$ cat src/rtl/baud_gen_pkg.sv
package baud_gen_pkg;
    parameter int REG_W     = 32;
    parameter int DIV_W     = 23;
    parameter int EN_BIT    = 23;
    parameter int XSEL_BIT  = 24;
    parameter int XDIV2_BIT = 27;
    parameter int PRE_W     = 2;

    typedef enum logic [0:0] {
        ST_OFF = 1'b0,
        ST_RUN = 1'b1
    } gen_state_t;

    // Terminal count of the prescaler: factor minus one.
    function automatic logic [PRE_W-1:0] pre_limit(input logic xsel, input logic xdiv2);
        if (!xsel)
            return PRE_W'(3);
        else if (xdiv2)
            return PRE_W'(1);
        else
            return PRE_W'(2);
    endfunction
endpackage

$ cat src/rtl/baud_ctrl_fsm.sv
module baud_ctrl_fsm
    import baud_gen_pkg::*;
#(
    parameter int DW = baud_gen_pkg::DIV_W
) (
    input  logic             clk,
    input  logic             rst_n,
    input  logic             cfg_wr,
    input  logic [REG_W-1:0] cfg_wdata,
    output logic             run,
    output logic             restart,
    output logic             xsel,
    output logic             xdiv2,
    output logic [DW-1:0]    divisor
);
    gen_state_t state_q, state_d;
    logic          xsel_q, xdiv2_q;
    logic [DW-1:0] div_q;

    logic unused_cfg_bits;
    assign unused_cfg_bits = ^{cfg_wdata[REG_W-1:XDIV2_BIT+1], cfg_wdata[XDIV2_BIT-1:XSEL_BIT+1]};

    // State register and field capture
    always_ff @(posedge clk) begin
        if (!rst_n) begin
            state_q <= ST_OFF;
            xsel_q  <= 1'b0;
            xdiv2_q <= 1'b0;
            div_q   <= '0;
        end else begin
            state_q <= state_d;
            if (cfg_wr) begin
                xsel_q  <= cfg_wdata[XSEL_BIT];
                xdiv2_q <= cfg_wdata[XDIV2_BIT];
                div_q   <= cfg_wdata[DW-1:0];
            end
        end
    end

    // Next state and outputs
    always_comb begin
        state_d = state_q;
        unique case (state_q)
            ST_OFF: if (cfg_wr && cfg_wdata[EN_BIT])  state_d = ST_RUN;
            ST_RUN: if (cfg_wr && !cfg_wdata[EN_BIT]) state_d = ST_OFF;
        endcase
        run     = (state_q == ST_RUN);
        restart = cfg_wr;
        xsel    = xsel_q;
        xdiv2   = xdiv2_q;
        divisor = div_q;
    end


    en_capture_chk: assert property (@(posedge clk) disable iff (!rst_n)
        cfg_wr |=> (run == $past(cfg_wdata[EN_BIT])));
endmodule

$ cat src/rtl/baud_prescaler.sv
module baud_prescaler
    import baud_gen_pkg::*;
(
    input  logic clk,
    input  logic rst_n,
    input  logic clear,
    input  logic run,
    input  logic xsel,
    input  logic xdiv2,
    input  logic main_tick,
    input  logic xtal_tick,
    output logic pre_tick
);
    logic [PRE_W-1:0] cnt_q;
    logic [PRE_W-1:0] lim;
    logic             src_tick;

    always_comb begin
        lim      = pre_limit(xsel, xdiv2);
        src_tick = xsel ? xtal_tick : main_tick;
        pre_tick = run && !clear && src_tick && (cnt_q == lim);
    end

    always_ff @(posedge clk) begin
        if (!rst_n || clear || !run)
            cnt_q <= '0;
        else if (src_tick)
            cnt_q <= (cnt_q == lim) ? '0 : cnt_q + 1'b1;
    end


    pre_range_chk: assert property (@(posedge clk) disable iff (!rst_n)
        cnt_q <= lim);
endmodule

$ cat src/rtl/baud_divider.sv
module baud_divider #(
    parameter int DW = baud_gen_pkg::DIV_W
) (
    input  logic          clk,
    input  logic          rst_n,
    input  logic          clear,
    input  logic          run,
    input  logic [DW-1:0] divisor,
    input  logic          pre_tick,
    output logic          strobe
);
    logic [DW-1:0] cnt_q;
    logic          strobe_q;
    logic          wrap;

    assign wrap   = pre_tick && (cnt_q == divisor);
    assign strobe = strobe_q;

    always_ff @(posedge clk) begin
        if (!rst_n || clear || !run) begin
            cnt_q    <= '0;
            strobe_q <= 1'b0;
        end else begin
            strobe_q <= wrap;
            if (pre_tick)
                cnt_q <= wrap ? '0 : cnt_q + 1'b1;
        end
    end


    single_pulse_chk: assert property (@(posedge clk) disable iff (!rst_n)
        strobe_q |=> !strobe_q);

    strobe_cause_chk: assert property (@(posedge clk) disable iff (!rst_n)
        strobe_q |-> $past(pre_tick));

    off_quiet_chk: assert property (@(posedge clk) disable iff (!rst_n)
        !run |=> !strobe_q);

    div_range_chk: assert property (@(posedge clk) disable iff (!rst_n || clear)
        cnt_q <= divisor);

    restart_chk: assert property (@(posedge clk) disable iff (!rst_n)
        clear |=> (cnt_q == '0 && !strobe_q));
endmodule

$ cat src/rtl/baud_strobe_gen.sv
module baud_strobe_gen
    import baud_gen_pkg::*;
#(
    parameter int DW = baud_gen_pkg::DIV_W
) (
    input  logic             clk,
    input  logic             rst_n,
    input  logic             cfg_wr,
    input  logic [REG_W-1:0] cfg_wdata,
    input  logic             main_tick,
    input  logic             xtal_tick,
    output logic             bit_tick
);
    logic          run, restart, xsel, xdiv2, pre_tick;
    logic [DW-1:0] divisor;

    baud_ctrl_fsm #(.DW(DW)) u_ctrl (
        .clk(clk), .rst_n(rst_n), .cfg_wr(cfg_wr), .cfg_wdata(cfg_wdata),
        .run(run), .restart(restart), .xsel(xsel), .xdiv2(xdiv2), .divisor(divisor)
    );

    baud_prescaler u_pre (
        .clk(clk), .rst_n(rst_n), .clear(restart), .run(run), .xsel(xsel),
        .xdiv2(xdiv2), .main_tick(main_tick), .xtal_tick(xtal_tick), .pre_tick(pre_tick)
    );

    baud_divider #(.DW(DW)) u_div (
        .clk(clk), .rst_n(rst_n), .clear(restart), .run(run),
        .divisor(divisor), .pre_tick(pre_tick), .strobe(bit_tick)
    );


    reset_quiet_chk: assert property (@(posedge clk)
        !rst_n |=> !bit_tick);
endmodule

$ cat config.mk
export PLATFORM = sky130hd
export DESIGN_NAME = baud_strobe_gen
export DESIGN_NICKNAME = d
export VERILOG_FILES = /design/src/rtl/baud_gen_pkg.sv /design/src/rtl/baud_ctrl_fsm.sv /design/src/rtl/baud_prescaler.sv /design/src/rtl/baud_divider.sv /design/src/rtl/baud_strobe_gen.sv
export SDC_FILE = /design/constraint.sdc
export NUM_CORES = 1
export LEC_CHECK = 0
export CAP_MARGIN = 20
export CORE_MARGIN = 2
export CORE_UTILIZATION = 45
export DETAILED_ROUTE_END_ITERATION = 16
export GPL_ROUTABILITY_DRIVEN = 0
export PLACE_DENSITY = 0.68
export SLEW_MARGIN = 20
export SYNTH_ARGS = -nofsm -noshare
export SYNTH_HDL_FRONTEND = slang
export SYNTH_HIERARCHICAL = 1
export SYNTH_SLANG_ARGS = --single-unit
$ cat constraint.sdc
create_clock -name clk -period 3.6 [get_ports clk]
set_input_delay 0.72 -clock clk [delete_from_list [all_inputs] [get_ports clk]]
set_output_delay 0.72 -clock clk [all_outputs]
set_load 0.02 [all_outputs]
Yosys cells after proc, flatten, opt, wreduce, memory -nomap -nowiden

Cells that the tools add are included.

Bitwise gates (word level): 1
Reduce and logical (&&, ||, !) cells: 12
$add $sub $neg: 2
Eq/ne operators: 2
Mux-type cells: 8

Operator list:

| operator                | number |
|---|---|
| $add A23 B1 Y23 const B | 1 |
| $eq A23 B23 Y1          | 1 |
| $mux W23                | 1 |
| $logic_and A1 B1 Y1     | 6 |
| $mux W2                 | 3 |
| $logic_not A1 Y1        | 4 |
| $mux W1                 | 3 |
| $add A2 B1 Y2 const B   | 1 |
| $eq A2 B2 Y1            | 1 |
| $logic_or A1 B1 Y1      | 2 |
| $pmux W1 S2             | 1 |
| $not A1 Y1              | 1 |

Bits in registers: 52
Word-level logic and storage cells: 32
Input port bits: 37
Output and inout port bits: 1

Depth between registers and ports, before layout

Gate-level depths: netlist of the first run.

Depth after elaboration: 6
Gate-level depth with buffers: 9

Cells and area by module

Netlist of the first run, hierarchy kept.

By module, submodules not included:

| module         | cells an instance | area each (sq um) | instances |
|---|---|---|---|
| baud_divider   | 159               | 1,341.3           | 1 |
| baud_ctrl_fsm  | 84                | 1,009.7           | 1 |
| baud_prescaler | 18                | 150.1             | 1 |

Worst setup path before layout of the first run

OpenSTA, ideal clock, no wires.

Kind: input -> register
From: input port xtal_tick
To: register u_div.cnt_q[19]
Data required time: 3.477 ns
Arrival: 2.208 ns
Path buffers: 1
Slack: 1.269 ns
Cell stages on the path: 9
Library setup time: 0.123 ns
Cells stage by stage: nand4bb_1 a21boi_1 o211a_1 nand4_2 or2_1 buf_6 nor3_4 mux2i_1 nor4_1

Longest elaborated chain between the ends: 5

RTL lines:

| what                                  | RTL line              | source |
|---|---|---|
| start, declared                       | baud_strobe_gen.sv:11 | `input logic xtal_tick,` |
| $mux W1 (*)                           | baud_prescaler.sv:20  | `src_tick = xsel ? xtal_tick : main_tick;` |
| $logic_and A1 B1 Y1 (*) (2 in series) | baud_prescaler.sv:21  | `pre_tick = run && !clear && src_tick && (cnt_q == lim);` |
| net pre_tick                          | baud_strobe_gen.sv:14 | `logic run, restart, xsel, xdiv2, pre_tick;` |
| $logic_and A1 B1 Y1                   | baud_divider.sv:16    | `assign wrap = pre_tick && (cnt_q == divisor);` |
| $mux W23                              | baud_divider.sv:26    | `cnt_q <= wrap ? '0 : cnt_q + 1'b1;` |
| end signal, assigned                  | baud_divider.sv:26    |  |
| end, declared                         | baud_divider.sv:12    | `logic [DW-1:0] cnt_q;` |

Mark *: on every way through the listed nets, which the timed path passes. The rest lies on a longest branch.
A chain may end at the register's enable or synchronous reset.

Final worst setup path of the first run

Same ends and word-level chain as after synthesis.

==> run_results.csv, run 1 <==
group,metric,value,unit
outcome,outcome,"complete, no violations",
cts,cts.repair.resized,0,
global_routing,number_of_global_route_vias_before_repair,1756,
routing,drtAntennaViolNets,0,
synth,yosys.area.top_type,"dfxtp_1",
global_routing,grt_start_max_net_pins,29,
routing,route.detailed.wl_per_inst,12.9,µm
setup_path,worstReg2RegStart,"u_ctrl/xsel$_SDFFE_PN0P_",
layout,layout.nets,329,
cts,tritoncts,"done",
global_routing,grt_pass1_wl,8120,µm
sta,final_max_slew_viol_count,0,
placement,dpl.hpwl,3480,µm
setup_path,r2r.worst_path.cells,8,
synth,synthesis.yosys.warnings,6,
global_routing,antenna_found_initial,0,
cts,clock_path_buffers,2,
worst_hold_path,sink_of_the_worst_hold_path,"u_pre/cnt_q[1]$_SDFFE_PP0P_",
setup_path,cp.required,3810,ps
worst_hold_path,timing.hold.worst_path_depth,2,
synth,postSynthAreaPerCell,9.58,µm²
synth,synth_ff_type,"dfxtp_1",
sta,f_max,0.350,GHz
synth,ys_top_cells_by_area,"dfxtp_1 (42%), mux2i_1 (11%), xor2_1 (9.1%)",
sta,setup-violations-final,0,
floorplan,die_w,78.6,µm
cts,cts_htree_levels,2,
sta,worstMarginPinSlew,439,ps
sta,final_hold_viol_count,0,
synth,synthesis.instances,261,
global_routing,grt.overflow.total,0,
placement,dpl_cell_area,2830,µm²
cts,cts_sink_count,52,
synth,ys_types,36,
placement,portBuffers,31,
pwr,p_per_area,358,nW/µm²
setup_path,setup.worst_path.end_class,"flop",
pwr,power_leakage,1.16,nW
placement,placedCellCount,356,
synth,synthesis.area,2500,µm²
synth,synthMostInstantiatedCell,"dfxtp_1",
synth,asyncSetResetFlopFracSynth,0,
floorplan,dieArea,6170,µm²
synth,synthDominantCellAreaShare,0.416,
cts,worstSkewPairLatency,300,ps
setup_path,ff_to_ff_end,"u_div/cnt_q[19]$_SDFFE_PP0P_",
setup_path,worst-path-max-fanout,8,
synth,synthesis.nets,299,
setup_path,critical_path_arrival,3070,ps
setup_path,worst_setup_path_start_kind,"input pin",
routing,highest_layer,"met4",
sta,min_period,2860,ps
floorplan,design.core.area,5440,µm²
synth,synth_commonest_cells,"dfxtp_1 (52), nor2_1 (31), mux2i_1 (28)",
cts,clock_input_transition_at_the_sequential_cells_of_the_worst_setup_and_hold_paths,90,ps
synth,count_of_flip_flops_with_a_built_in_enable_after_synthesis,0,
floorplan,initial_core_utilization,0.460,
sta,rsz0062_at_grt,"false",
floorplan,fp-row-count,27,
routing,met1Wirelength,2430,µm
job,cap_viol_max_count,0,
cts,postCtsSetupRepairBufs,0,
global_routing,grt_usage,0.168,
floorplan,die_height,78.6,µm
routing,drt_drc_violations_left,0,
routing,route.detailed.vias_per_inst,4.88,
routing,postRouteWirelength,4700,µm
sta,fin_skew,4.09,ps
routing,dr_wl_met2,2040,µm
layout,post_layout_nonfiller_instances,364,
cts,holdBufCountCts,0,
pwr,vdd.ir_drop.worst,0.000278,V
routing,drt_pre_antenna_iters,4,
routing,drt_iter0_drc,73,
cts,clockRootBuffer,"clkbuf_8",
worst_hold_path,worstHoldStart,"u_pre/cnt_q[1]$_SDFFE_PP0P_",
sta,slew-limit-headroom,0.705,
synth,ys_ff_latch,52,
layout,design_area,2920,µm²
layout,n_antenna_cell,0,
routing,detailroute.via_count,1776,
setup_path,criticalPathCategory,"in2reg",
layout,area_growth_syn_to_layout,16.9,%
floorplan,num_io_pins,38,
worst_hold_path,min-delay-path-class,"reg2reg",
synth,yosysSeqAreaShare,0.416,
cts,cts_made_buffers,5,
routing,total_met3_wirelength_after_detailed_routing,164,µm
setup_path,r2r_slack,1220,ps
layout,post_route_cells_drive_above_1_share,0.0411,
layout,n_fill_cell,512,
sta,setup_total_negative_slack,0,ps
sta,final.period_utilization,0.793,
==> worst max path at each step <==
stage,end,start,slack [ps]
floorplan,u_div/cnt_q[19]$_SDFFE_PP0P_,xtal_tick,1270
global placement,u_div/cnt_q[19]$_SDFFE_PP0P_,xtal_tick,490
detailed placement,u_div/cnt_q[19]$_SDFFE_PP0P_,xtal_tick,470
CTS,u_div/cnt_q[19]$_SDFFE_PP0P_,xtal_tick,780
global route,u_div/cnt_q[19]$_SDFFE_PP0P_,xtal_tick,590
finish,u_div/cnt_q[19]$_SDFFE_PP0P_,xtal_tick,740
==> where the power goes <==
part	internal (W)	switching (W)
sequential	0.000592	0.0000134
clock	0.000157	0.000181
combinational	0.0000629	0.0000409
==> logic make-up (layout without fill, tap and decap cells) <==
group	count (synthesis)	count (layout)	share of synthesized area
XOR/XNOR	44	44	0.154
multiplexers	28	28	0.112
AO/OA/AOI/OAI	10	10	0.0280
adder cells (fa/ha/maj)	1	1	0.00500
buffers and inverters	18	49	0.0490
AND/OR/NAND/NOR	108	108	0.236
flip-flops	52	52	0.416
==> layout make-up <==
class / count / area [µm²] / area share
clock buffers: 8 / 90.1 / 0.0308
inverters: 7 / 26.3 / 0.00899
multi-input cells: 191 / 1340 / 0.459
flip-flops and latches: 52 / 1040 / 0.356
well taps: 72 / 90.1 / 0.0308
repair buffers: 34 / 333 / 0.114
==> stage by stage <==
stage | utilization | total power (W) | worst slack, ps | hold WS, ps
after floorplan | - | 0.000680 | 1270 | 485
after global placement | 0.521 | 0.000722 | 491 | 509
after detailed placement | 0.521 | 0.000724 | 474 | 526
after CTS | 0.537 | 0.00107 | 782 | 540
after global routing | 0.537 | 0.00110 | 589 | 569
final | 0.537 | 0.00105 | 744 | 536
==> critical path, stage by stage <==
cell             delay (ps)
clkdlybuf4s50_1         500
nand4bb_1               110
a21boi_1                230
o211a_1                 330
nand4_2                 150
or2_1                   410
nor3_4                  290
mux2i_1                 100
nor4_1                  220
==> metal layers <==
layer	vias to the layer above	track usage
li1	936	-
met1	800	0.233
met2	32	0.258
met3	8	0.0345
met4	0	0.0579
met5	-	0
==> layout by cell type, fill, tap and decap left out, types with 3 or more instances in the layout <==
| master | count |
|---|---|
| buf_4 | 3 |
| clkbuf_8 | 6 |
| clkdlybuf4s50_1 | 31 |
| dfxtp_1 | 52 |
| inv_1 | 6 |
| mux2i_1 | 28 |
| nand2_1 | 10 |
| nand2b_1 | 3 |
| nand3_1 | 5 |
| nand4_1 | 6 |
| nor2_1 | 31 |
| nor2b_1 | 26 |
| nor3_1 | 7 |
| nor4_1 | 8 |
| xnor2_1 | 18 |
| xor2_1 | 26 |
==> state kept, by name, summed over array words and instances (netlist names), named ones only <==
register	count
u_ctrl/xsel	1
u_ctrl/xdiv2	1
u_pre/cnt_q	2
u_div/strobe	1
u_div/cnt_q	23
u_ctrl/divisor	23
Note: power is estimated with default switching activity, not from simulation.
==> run 2, diff against run 1 <==
--- a/config.mk
+++ b/config.mk
@@ -10,7 +10,7 @@
 export CORE_UTILIZATION = 45
 export DETAILED_ROUTE_END_ITERATION = 16
 export GPL_ROUTABILITY_DRIVEN = 0
-export PLACE_DENSITY = 0.68
+export PLACE_DENSITY = 0.71
 export SLEW_MARGIN = 20
 export SYNTH_ARGS = -nofsm -noshare
 export SYNTH_HDL_FRONTEND = slang
==> constraint.sdc (replaced) <==
create_clock -name clk -period 2.6 [get_ports clk]
set_input_delay 0.52 -clock clk [delete_from_list [all_inputs] [get_ports clk]]
set_output_delay 0.52 -clock clk [all_outputs]
set_load 0.02 [all_outputs]
==> run_results.csv, run 2 (synthesis gave the netlist of run 1 again) <==
group,metric,value,unit
global_routing,number_of_global_route_vias_before_repair,1794,
routing,drt_pre_antenna_iters,4,
floorplan,initial_core_utilization,0.460,
placement,dpl_worst_slack,-45.9,ps
layout,layout.nets,337,
cts,cts_made_buffers,5,
layout,layout_common_cells,"dfxtp_1 (52), clkdlybuf4s50_1 (31), nor2_1 (31)",
cts,cts_sink_count,52,
layout,n_fill_cell,505,
cts,cts.repair.resized,0,
job,cap_viol_max_count,0,
routing,detailroute.via_count,1823,
outcome,outcome,"complete, no violations",
pwr,vdd.ir_drop.worst,0.000269,V
layout,layout.cells.most_common,"dfxtp_1",
routing,postRouteWirelength,4750,µm
routing,drt_drc_violations_left,0,
pwr,power_leakage,1.21,nW
sta,final_max_slew_viol_count,0,
sta,final_hold_viol_count,0,
sta,f_max,0.430,GHz
layout,area_growth_syn_to_layout,20.7,%
sta,hold_slack,536,ps
cts,clock_input_transition_at_the_sequential_cells_of_the_worst_setup_and_hold_paths,90,ps
sta,fin_skew,4.73,ps
global_routing,grt_pass1_wl,8220,µm
sta,min_period,2330,ps
sta,rsz0062_at_grt,"false",
floorplan,design.core.area,5440,µm²
sta,final.period_utilization,0.895,
cts,clock_path_buffers,2,
cts,cts_htree_levels,2,
setup_path,critical_path_arrival,2550,ps
floorplan,num_io_pins,38,
pwr,p_per_area,525,nW/µm²
placement,portBuffers,31,
cts,tritoncts,"done",
global_routing,grt_start_max_net_pins,29,
cts,holdBufCountCts,0,
sta,setup_total_negative_slack,0,ps
setup_path,worst-path-max-fanout,4,
floorplan,dieArea,6170,µm²
cts,worstSkewPairLatency,310,ps
routing,drtAntennaViolNets,0,
placement,dpl.hpwl,3590,µm
layout,n_antenna_cell,0,
layout,post_route_cells_drive_above_1_share,0.0733,
cts,clockRootBuffer,"clkbuf_8",
setup_path,criticalPathCategory,"in2reg",
setup_path,cp.required,2820,ps
sta,setup-violations-final,0,
floorplan,die_height,78.6,µm
sta,fin_ws,272,ps
routing,route.detailed.vias_per_inst,4.90,
worst_hold_path,min-delay-path-class,"reg2reg",
floorplan,fp-row-count,27,
global_routing,antenna_found_initial,0,
sta,worstMarginPinSlew,458,ps
global_routing,grt.overflow.total,0,
layout,design_area,3020,µm²
setup_path,setup.worst_path.end_class,"flop",
cts,postCtsSetupRepairBufs,0,
global_routing,grt_usage,0.168,
routing,route.detailed.wl_per_inst,12.8,µm
routing,drt_iter0_drc,62,
floorplan,die_w,78.6,µm
sta,slew-limit-headroom,0.695,
setup_path,worst_setup_path_start_kind,"input pin",
placement,dpl_cell_area,2890,µm²
-- run 2: cell count changes in the layout (fill, tap and decap cells not counted) --
cell / previous run / this run
clkbuf_1: 2 / 0
clkbuf_8: 6 / 7
bufinv_16: 0 / 1
buf_4: 3 / 11
-- run 2: area by class of cell --
cell class	instances	area, µm²	area share
Inverter	7	26.3	0.00870
Timing Repair Buffer	42	393	0.130
Sequential cell	52	1040	0.345
Clock buffer	7	96.3	0.0319
Clock inverter	1	30.0	0.00995
Multi-Input combinational cell	191	1340	0.445
Tap cell	72	90.1	0.0298
-- run 2: where the power goes --
part | internal [W] | switching, W
Sequential | 0.000820 | 0.0000191
Combinational | 0.0000885 | 0.0000571
Clock | 0.000340 | 0.000261
Total | 0.00125 | 0.000338
-- run 2: critical path: stages --
cell	delay, ps
clkdlybuf4s50_1	500
nand4bb_1	110
a21boi_1	180
o211a_1	240
nand4_2	90
or2_1	330
nor3_4	250
mux2i_1	100
nor4_1	220
-- run 2: stage by stage --
step           total power [W]  cells  utilization
3_3_place_gp           0.00100    364        0.532
3_5_place_dp           0.00101    364        0.532
4_1_cts                0.00161    372        0.555
5_1_grt                0.00165    372        0.555
6_report               0.00159    372        0.555
2_1_floorplan         0.000941    261            -
-- run 2: layer usage --
| metal | vias to the layer above | share of wire | track usage | routed length, µm |
|---|---|---|---|---|
| li1 | 953 | - | - | - |
| met1 | 832 | 0.50 | 0.223 | 2390 |
| met2 | 31 | 0.44 | 0.267 | 2070 |
| met3 | 7 | 0.046 | 0.0391 | 217 |
| met4 | 0 | 0.013 | 0.0614 | 63 |
| met5 | - | 0 | 0 | 0 |
-- run 2: path summary, 6_finish.rpt --
| kind | from | end | slack (ps) | depth (start not counted) |
|---|---|---|---|---|
| setup / recovery | xtal_tick | u_div/cnt_q[19]$_SDFFE_PP0P_ | 270 | 9 |
| hold / removal | u_ctrl/divisor[14]$_SDFFE_PN0P_ | u_ctrl/divisor[14]$_SDFFE_PN0P_ | 540 | 2 |
| setup reg to reg | u_ctrl/xsel$_SDFFE_PN0P_ | u_div/cnt_q[19]$_SDFFE_PP0P_ | 570 | 8 |
| hold reg to reg | u_ctrl/divisor[14]$_SDFFE_PN0P_ | u_ctrl/divisor[14]$_SDFFE_PN0P_ | 540 | 2 |
